--- config.mk ---
export PLATFORM = sky130hd
export DESIGN_NAME = pwm_clkdiv_pair
export DESIGN_NICKNAME = d
export VERILOG_FILES = /design/src/rtl/pwmdiv_pkg.sv /design/src/rtl/pwmdiv_modereg.sv /design/src/rtl/pwmdiv_prescaler.sv /design/src/rtl/pwmdiv_lindiv.sv /design/src/rtl/pwm_clkdiv_pair.sv
export SDC_FILE = /design/constraint.sdc
export NUM_CORES = 1
export LEC_CHECK = 0
export ABC_AREA = 1
export CAP_MARGIN = 20
export CORE_UTILIZATION = 57
export CTS_CLUSTER_SIZE = 24
export DETAILED_ROUTE_END_ITERATION = 10
export DONT_BUFFER_PORTS = 1
export PLACE_DENSITY_LB_ADDON = 0.25
export SLEW_MARGIN = 20
export SYNTH_ARGS = -nofsm -noshare
export SYNTH_HDL_FRONTEND = slang
export SYNTH_SLANG_ARGS = --single-unit
--- constraint.sdc ---
create_clock -name clk -period 1.8 [get_ports clk]
set_input_delay 0.18 -clock clk [delete_from_list [all_inputs] [get_ports clk]]
set_output_delay 0.18 -clock clk [all_outputs]
set_load 0.02 [all_outputs]
--- src/rtl/pwmdiv_pkg.sv ---
// Shared sizing for the dual PWM clock divider.
// Assumes two 16-bit slots packed into one 32-bit mode register.
package pwmdiv_pkg;
    localparam int MAX_EXP    = 10;               // largest usable exponent
    localparam int NUM_TAPS   = MAX_EXP + 1;      // taps 2^0 .. 2^MAX_EXP
    localparam int DIV_W      = 8;                // linear divisor width
    localparam int EXP_W      = 4;                // exponent field width
    localparam int HALF_W     = 16;               // one slot in the register
    localparam int NUM_HALVES = 2;                // slots A and B
    localparam int MODE_W     = HALF_W * NUM_HALVES;

    typedef logic [HALF_W-1:0] half_t;
    typedef logic [DIV_W-1:0]  div_t;
    typedef logic [EXP_W-1:0]  exp_t;
endpackage

--- src/rtl/pwmdiv_modereg.sv ---
// Mode register with one write strobe per half.
// Purpose: hold both slot settings and flag a restart for each written half.
// Assumes the strobes are synchronous to clk. A strobe that is high loads its half on the edge.
module pwmdiv_modereg
    import pwmdiv_pkg::*;
#(
    parameter int HW = HALF_W,
    parameter int NH = NUM_HALVES,
    localparam int MW = HW * NH
) (
    input  logic          clk,
    input  logic          rst_n,
    input  logic [NH-1:0] wr_i,
    input  logic [MW-1:0] wr_data_i,
    output logic [MW-1:0] mode_o,
    output logic [NH-1:0] restart_o
);

    for (genvar h = 0; h < NH; h++) begin : g_half
        logic [HW-1:0] half_q;

        // Load this half when its strobe is high.
        always_ff @(posedge clk) begin
            if (!rst_n) begin
                half_q <= '0;
            end else if (wr_i[h]) begin
                half_q <= wr_data_i[h*HW +: HW];
            end
        end

        assign mode_o[h*HW +: HW] = half_q;
    end

    // A write restarts the divider of the half it touches, on the same edge.
    assign restart_o = wr_i;

endmodule

--- src/rtl/pwmdiv_prescaler.sv ---
// Free-running power-of-two prescaler.
// Purpose: tap k gives a one-cycle enable every 2^k master-clock cycles.
// Assumes NT >= 2. Tap 0 is the undivided master clock (always enabled).
module pwmdiv_prescaler #(
    parameter int NT = pwmdiv_pkg::NUM_TAPS,
    localparam int CW = NT - 1
) (
    input  logic          clk,
    input  logic          rst_n,
    output logic [NT-1:0] tap_o
);

    logic [CW-1:0] cnt_q;

    // Count master-clock cycles. The counter wraps freely.
    always_ff @(posedge clk) begin
        if (!rst_n) begin
            cnt_q <= '0;
        end else begin
            cnt_q <= cnt_q + CW'(1);
        end
    end

    // Tap k fires when the low k counter bits are all ones.
    for (genvar k = 0; k < NT; k++) begin : g_tap
        if (k == 0) begin : g_base
            assign tap_o[k] = 1'b1;
        end else begin : g_div
            assign tap_o[k] = &cnt_q[k-1:0];
        end
    end

endmodule

--- src/rtl/pwmdiv_lindiv.sv ---
// Linear divider for one slot.
// Purpose: count pulses of the selected prescaler tap and emit one enable every divisor taps.
// Assumes restart_i is high in the cycle the slot's settings change.
// A zero divisor or an exponent above the last tap disables the slot.
module pwmdiv_lindiv #(
    parameter int NT = pwmdiv_pkg::NUM_TAPS,
    parameter int DW = pwmdiv_pkg::DIV_W,
    parameter int EW = pwmdiv_pkg::EXP_W,
    localparam int PAD_W = 1 << EW
) (
    input  logic          clk,
    input  logic          rst_n,
    input  logic          restart_i,
    input  logic [DW-1:0] div_i,
    input  logic [EW-1:0] exp_i,
    input  logic [NT-1:0] tap_i,
    output logic          pulse_o
);

    logic [DW-1:0]    cnt_q;
    logic [PAD_W-1:0] tap_pad;
    logic             slot_on;
    logic             tap_hit;
    logic             at_last;

    // Pad the taps so that exponent codes past the last tap select a constant zero.
    assign tap_pad = PAD_W'(tap_i);

    // The slot runs only with a non-zero divisor and an exponent in range.
    assign slot_on = (div_i != '0) && (32'(exp_i) < NT);
    assign tap_hit = slot_on && tap_pad[exp_i];
    assign at_last = (cnt_q == div_i - DW'(1));

    // Advance the count on each selected tap. Reload and pulse at the divisor.
    always_ff @(posedge clk) begin
        if (!rst_n || restart_i || !slot_on) begin
            cnt_q   <= '0;
            pulse_o <= 1'b0;
        end else begin
            pulse_o <= tap_hit && at_last;
            if (tap_hit) begin
                cnt_q <= at_last ? '0 : cnt_q + DW'(1);
            end
        end
    end

endmodule

--- src/rtl/pwm_clkdiv_pair.sv ---
// Dual programmable PWM clock divider, top level.
// Purpose: two slots (A in the low half, B in the high half) each divide the
// master clock by 2^exp * div, sharing one prescaler and one mode register.
// Assumes a single clock domain and a synchronous active-low reset.
module pwm_clkdiv_pair
    import pwmdiv_pkg::*;
#(
    parameter int P_MAX_EXP = MAX_EXP,
    localparam int NT = P_MAX_EXP + 1
) (
    input  logic              clk,
    input  logic              rst_n,
    input  logic              wr_lo,
    input  logic              wr_hi,
    input  logic [MODE_W-1:0] wr_data,
    output logic [MODE_W-1:0] mode_q,
    output logic [NT-1:0]     tap_en,
    output logic              clka_en,
    output logic              clkb_en
);

    logic [NUM_HALVES-1:0] restart;
    logic [NUM_HALVES-1:0] slot_en;

    pwmdiv_modereg #(.HW(HALF_W), .NH(NUM_HALVES)) u_mode (
        .clk       (clk),
        .rst_n     (rst_n),
        .wr_i      ({wr_hi, wr_lo}),
        .wr_data_i (wr_data),
        .mode_o    (mode_q),
        .restart_o (restart)
    );

    pwmdiv_prescaler #(.NT(NT)) u_pre (
        .clk   (clk),
        .rst_n (rst_n),
        .tap_o (tap_en)
    );

    // One linear divider per slot, fed from its half of the mode register.
    for (genvar h = 0; h < NUM_HALVES; h++) begin : g_slot
        pwmdiv_lindiv #(.NT(NT), .DW(DIV_W), .EW(EXP_W)) u_div (
            .clk       (clk),
            .rst_n     (rst_n),
            .restart_i (restart[h]),
            .div_i     (mode_q[h*HALF_W +: DIV_W]),
            .exp_i     (mode_q[h*HALF_W + DIV_W +: EXP_W]),
            .tap_i     (tap_en),
            .pulse_o   (slot_en[h])
        );
    end

    assign clka_en = slot_en[0];
    assign clkb_en = slot_en[1];

endmodule

# After elaboration in Yosys (flattened, before gate mapping)

Index checks and enable logic that the tools add are counted.

Flip-flop bits (word level): 60
Output and inout port bits: 45
Logic and storage cells: 48

Add/sub/neg operators: 5
$lt $le $gt $ge: 4
Equality and inequality tests: 2
Muxes and demuxes: 6
Reductions and logical operators: 24

Operators by type and width:

| kind                    | number |
|---|---|
| $add A8 B1 Y8 const B   | 2 |
| $eq A8 B8 Y1            | 2 |
| $mux W8                 | 2 |
| $reduce_bool A8 Y1      | 2 |
| $sub A8 B1 Y8 const B   | 2 |
| $add A10 B1 Y10 const B | 1 |
| $lt A4 B5 Y1 const B    | 2 |
| $reduce_and A10 Y1      | 1 |
| $reduce_and A9 Y1       | 1 |
| $bmux W1 S4             | 2 |
| $lt A4 B4 Y1 const B    | 2 |
| $reduce_and A8 Y1       | 1 |
| $reduce_and A7 Y1       | 1 |
| $logic_and A1 B1 Y1     | 6 |
| $reduce_and A6 Y1       | 1 |
| $reduce_and A5 Y1       | 1 |
| $logic_or A1 B1 Y1      | 4 |
| $reduce_and A4 Y1       | 1 |
| $logic_not A1 Y1        | 3 |
| $reduce_and A3 Y1       | 1 |
| $mux W1                 | 2 |
| $reduce_and A2 Y1       | 1 |

# Depth between registers and ports, before layout

Depth after elaboration: 5
Mapped depth: 17
Gate-level depth less buffers: 17

# By module

From an unflattened synthesis, not the netlist that was laid out.

Cell total of the unflattened synthesis: 625
Area, all modules: 3918.8 µm²

By module, submodules not included:

| module           | times used | cells an instance | area an instance (µm²) |
|---|---|---|---|
| pwmdiv_lindiv    | 2          | 178               | 1031.0 |
| pwmdiv_modereg   | 1          | 203               | 1365.1 |
| pwmdiv_prescaler | 1          | 66                | 491.7 |

# Least setup slack after synthesis

Ideal clock, no wire load.

Path type: flip-flop to flip-flop
Start: register u_pre.cnt_q[0]
End: register g_slot[1].u_div.cnt_q[3]
Data arrival time: 2468 ps
Required time: 1730 ps
Setup slack: -738 ps
Cell stages (with the launch flop): 18
Buffers on the path: 1
Period minus slack after synthesis: 2538 ps
Cells stage by stage: dfxtp_1 -> ha_1 -> nand2_2 -> nor2_4 -> nand2_2 -> inv_1 -> ha_1 -> inv_1 -> nand2_1 -> nand2_1 -> nor2_1 -> nand2_1 -> nand2_2 -> nand3_4 -> buf_6 -> nor2_2 -> nand2_1 -> a21oi_1

Word-level cells in the longest chain between the ends: 4

RTL lines:

| what                          | RTL line               | RTL |
|---|---|---|
| start: declaration            | pwmdiv_prescaler.sv:13 | `logic [CW-1:0] cnt_q;` |
| start signal: assignment      | pwmdiv_prescaler.sv:20 | `cnt_q <= cnt_q + CW'(1);` |
| $reduce_and A2 Y1             | pwmdiv_prescaler.sv:29 | `assign tap_o[k] = &cnt_q[k-1:0];` |
| via tap_en[2]                 | pwm_clkdiv_pair.sv:17  | `output logic [NT-1:0] tap_en,` |
| $bmux W1 S4                   | pwmdiv_lindiv.sv:31    | `assign tap_hit = slot_on && tap_pad[exp_i];` |
| $mux W1 (implied by the code) | pwmdiv_lindiv.sv:31    |  |
| $logic_and A1 B1 Y1           | pwmdiv_lindiv.sv:31    |  |
| end signal: assignment        | pwmdiv_lindiv.sv:42    | `cnt_q <= at_last ? '0 : cnt_q + DW'(1);` |
| end: declaration              | pwmdiv_lindiv.sv:20    | `logic [DW-1:0] cnt_q;` |

The timed path passes the listed nets, and every way through them passes these cells. The select of a mux whose other input is x is not followed.
A chain may end at the register's enable or synchronous reset.

# Final worst setup path

Start: register u_pre.cnt_q[0]
End: register g_slot[0].u_div.cnt_q[6]

Word-level cells in the longest chain between the ends: 4

RTL lines:

| what                                             | RTL line |
|---|---|
| $reduce_and A10 Y1, or another cell as far along | pwmdiv_prescaler.sv:29 |
| $bmux W1 S4 *                                    | pwmdiv_lindiv.sv:31 |
| $mux W1 (implied by the code) *                  | pwmdiv_lindiv.sv:31 |
| $logic_and A1 B1 Y1 *                            | pwmdiv_lindiv.sv:31 |
| end signal: assignment                           | pwmdiv_lindiv.sv:42 |
| end: declaration                                 | pwmdiv_lindiv.sv:20 |

Mark *: on every way between the ends. The rest lies on a longest branch, timed or not. The select of a mux whose other input is x is not followed.

==> impl_metrics.json <==
{
  "yosys_warnings": 0,
  "synthDistinctLibCells": 28,
  "post_route_cells_drive_above_1_share_pct": 20.76,
  "finalMaxSlewViolations": 0,
  "fin_total_pwr_mw": 3.356,
  "status": "complete, but fails checks",
  "min-delay-path-class": "in -> reg",
  "routed_wire_length_per_instance_um": 13.27,
  "max-vdd-ir-drop_uv": 631.0,
  "yosysMostFrequentCell": "sky130_fd_sc_hd__nand2_1",
  "postSynthNetCount": 606,
  "synth-main-ff-cell": "sky130_fd_sc_hd__dfxtp_1",
  "setup_slack_ps": -87.18,
  "final_antenna_net_count": 0,
  "htree_num_levels": 3,
  "layout_min_cycle_time_ps": 1887,
  "ys_seq_elements": 60,
  "num_io_pins": 81,
  "grt_overflow": 0,
  "drt_first_pass_iters": 5,
  "setup_violations_final": 16,
  "worstSkewPairLatency_ps": 340,
  "final_hold_viols": 0,
  "synthCells": 560,
  "routed-wl-met2_mm": 4.560,
  "num-nets-final": 672,
  "asyncSetResetFlopFracSynth_pct": 0,
  "cellPowerDensity_mw_per_mm2": 742.7,
  "cts.path.max_buffers": 2,
  "synth.cells.most_frequent": "sky130_fd_sc_hd__nand2_1, sky130_fd_sc_hd__nor2_1, sky130_fd_sc_hd__inv_1, sky130_fd_sc_hd__dfxtp_1, sky130_fd_sc_hd__o21ai_0",
  "fmaxAchievable_mhz": 529.9,
  "cts_tree": "done",
  "start_util_pct": 59.16,
  "global_route_wire_length_before_repair_mm": 14.28,
  "end_kind": "flip-flop",
  "setup.worst_path.start_class": "flip-flop",
  "first_global_vias": 3346,
  "crit_arrival_ps": 2150,
  "drt-total-wl_mm": 9.370,
  "clock-skew-final_ps": 7.252,
  "core_mm2": 0.005956,
  "netlist_area_mm2": 0.003523,
  "place_hpwl_mm": 6.521,
  "crit_required_ps": 2060,
  "synth_area_leaders": "sky130_fd_sc_hd__dfxtp_1, sky130_fd_sc_hd__nand2_1, sky130_fd_sc_hd__nor2_1, sky130_fd_sc_hd__inv_1, sky130_fd_sc_hd__o21ai_0",
  "violations": "negative setup slack",
  "post-route-util_pct": 75.86,
  "post_synth.cell_area_avg_um2": 6.292,
  "die-area_mm2": 0.006500,
  "clock_tree.root_cell": "sky130_fd_sc_hd__clkbuf_8",
  "top_layer": "met4",
  "detail_route.wirelength.met1_mm": 4.078,
  "clkTransAtPathRegs_ps": 70,
  "fillCellCount": 444,
  "static-leakage-power_nw": 2.124,
  "finalWeightedCongestion": 0.8840,
  "synth_top_area_share_pct": 34.09,
  "fp.dieW_um": 80.62,
  "max_cap_viol_count": 0,
  "cp_max_fo": 5,
  "gr-usage-all-layers_pct": 28.67,
  "drt_iter0_markers": 171,
  "placement.io_buffers": 0,
  "ys_seq_area_share_pct": 34.09,
  "via_per_inst": 5.256,
  "synth-edff-count": 0,
  "antenna_violations_before_repair": 0,
  "post-place-ws_ps": -131.9,
  "fin_crit_sh_pct": 104.8,
  "ff_latch_area_mm2": 0.001205,
  "floorplan.rows": 28,
  "numCtsBuffers": 9,
  "grt_start_max_net_pins": 41,
  "synth_largest_area_cell": "sky130_fd_sc_hd__dfxtp_1",
  "rsz0062_at_grt": "true",
  "antennaDiodeCount": 0,
  "worstSetupPathType": "reg -> reg",
  "post-route-drc-count": 0,
  "areaGrowthSynthToFinish_pct": 28.23,
  "numClockSinks": 60,
  "routed-wl-met3_um": 544,
  "area_taken_by_multi_input_logic_gates_mm2": 0.002162,
  "fp.dieH_um": 80.62,
  "detailroute.via_count": 3711
}
## placed cells by master (no fill, tap or decap), drive strengths merged
master / instances
a21oi: 35
nand4: 4
clkinv: 3
xor2: 12
clkinvlp: 2
o21bai: 1
xnor2: 6
inv: 72
nand2: 160
clkbuf: 12
nor2: 98
buf: 56
ha: 10
conb: 1
nand3: 38
nor3: 4
o21ai: 42
dfxtp: 60
dlygate4sd3: 15
## report_power, final
part           switching (mW)  leakage, nW  total, mW  internal (mW)
sequential             0.0961        0.494       1.49           1.39
combinational           0.468         1.55      0.785          0.317
clock                   0.549       0.0824       1.08          0.533
## final cells by class
class                      instances  area share, %
tap                               75          2.077
multi-input combinational        411          47.85
sequential                        60          26.67
inverter                          73          6.176
timing repair buffer              71          13.46
clock inverter                     4         0.5539
clock buffer                      12          3.212
## per-layer routing
metal,track usage [%],vias up
met4,12.68,0
li1,-,1878
met3,4.773,17
met2,50.00,143
met5,0,-
met1,34.19,1673
## kinds of logic (layout without fill, tap and decap cells)
family                   Yosys count  count (layout)  synth area share [%]
flip-flops                        60              60                 34.09
adder cells (fa/ha/maj)           10              10                 3.551
other                              1               1                0.1064
AND/OR/NAND/NOR                  303             304                 36.22
AO/OA/AOI/OAI                     78              78                 11.36
XOR/XNOR                          18              18                 4.474
buffers and inverters             90             160                 10.19
## final timing paths
path                        startpoint                                       to  slack, ps  cells past startpoint
max reg2reg  u_pre.cnt_q[0]$_SDFF_PN0_    g_slot[0].u_div.cnt_q[6]$_SDFFE_PP0P_        -90                     13
min                              wr_lo  u_mode.g_half[0].half_q[7]$_SDFFE_PN0P_         20                      2
min reg2reg  u_pre.cnt_q[9]$_SDFF_PN0_                u_pre.cnt_q[9]$_SDFF_PN0_        460                      2
max          u_pre.cnt_q[0]$_SDFF_PN0_    g_slot[0].u_div.cnt_q[6]$_SDFFE_PP0P_        -90                     13
## metrics by stage
step	hold slack, ps	std cells	instance area [um^2]	setup TNS, ps
final	17.33	706	4518	-627.0
after global routing	24.94	706	4518	-2723
after CTS	7.746	701	4333	-281.0
after detailed placement	281.5	667	3965	-1041
after global placement	278.8	667	3965	-296.7
after floorplan	302.3	560	3563	-4100
## critical path, cell delays in order, from the launching register on
cell	delay, ps
sky130_fd_sc_hd__dfxtp_2	350
sky130_fd_sc_hd__ha_4	160
sky130_fd_sc_hd__nand2_4	50
sky130_fd_sc_hd__nor2_4	110
sky130_fd_sc_hd__buf_4	130
sky130_fd_sc_hd__ha_4	140
sky130_fd_sc_hd__a21oi_1	60
sky130_fd_sc_hd__nand2_1	90
sky130_fd_sc_hd__nand3_2	90
sky130_fd_sc_hd__nand2_4	110
sky130_fd_sc_hd__nand2_4	90
sky130_fd_sc_hd__nor2_8	170
sky130_fd_sc_hd__nand3_2	90
sky130_fd_sc_hd__a21oi_1	170
## flip-flops by register name (all words and copies together), names as in the netlist
register and cells:
g_slot.u_div.cnt_q 16, u_mode.g_half.half_q 32, g_slot.u_div.pulse_o 2, u_pre.cnt_q 10
## repair_timing
action                                  4_1_cts  5_1_grt
hold buffers                                 16        0
buffers inserted                              2        5
endpoints found under the setup margin       18       20
endpoints found under the hold margin        41        0
pin swaps                                     2        9
gates resized for setup                       5       34
gates cloned                                  0        1
(Power assumes the default switching activity.)
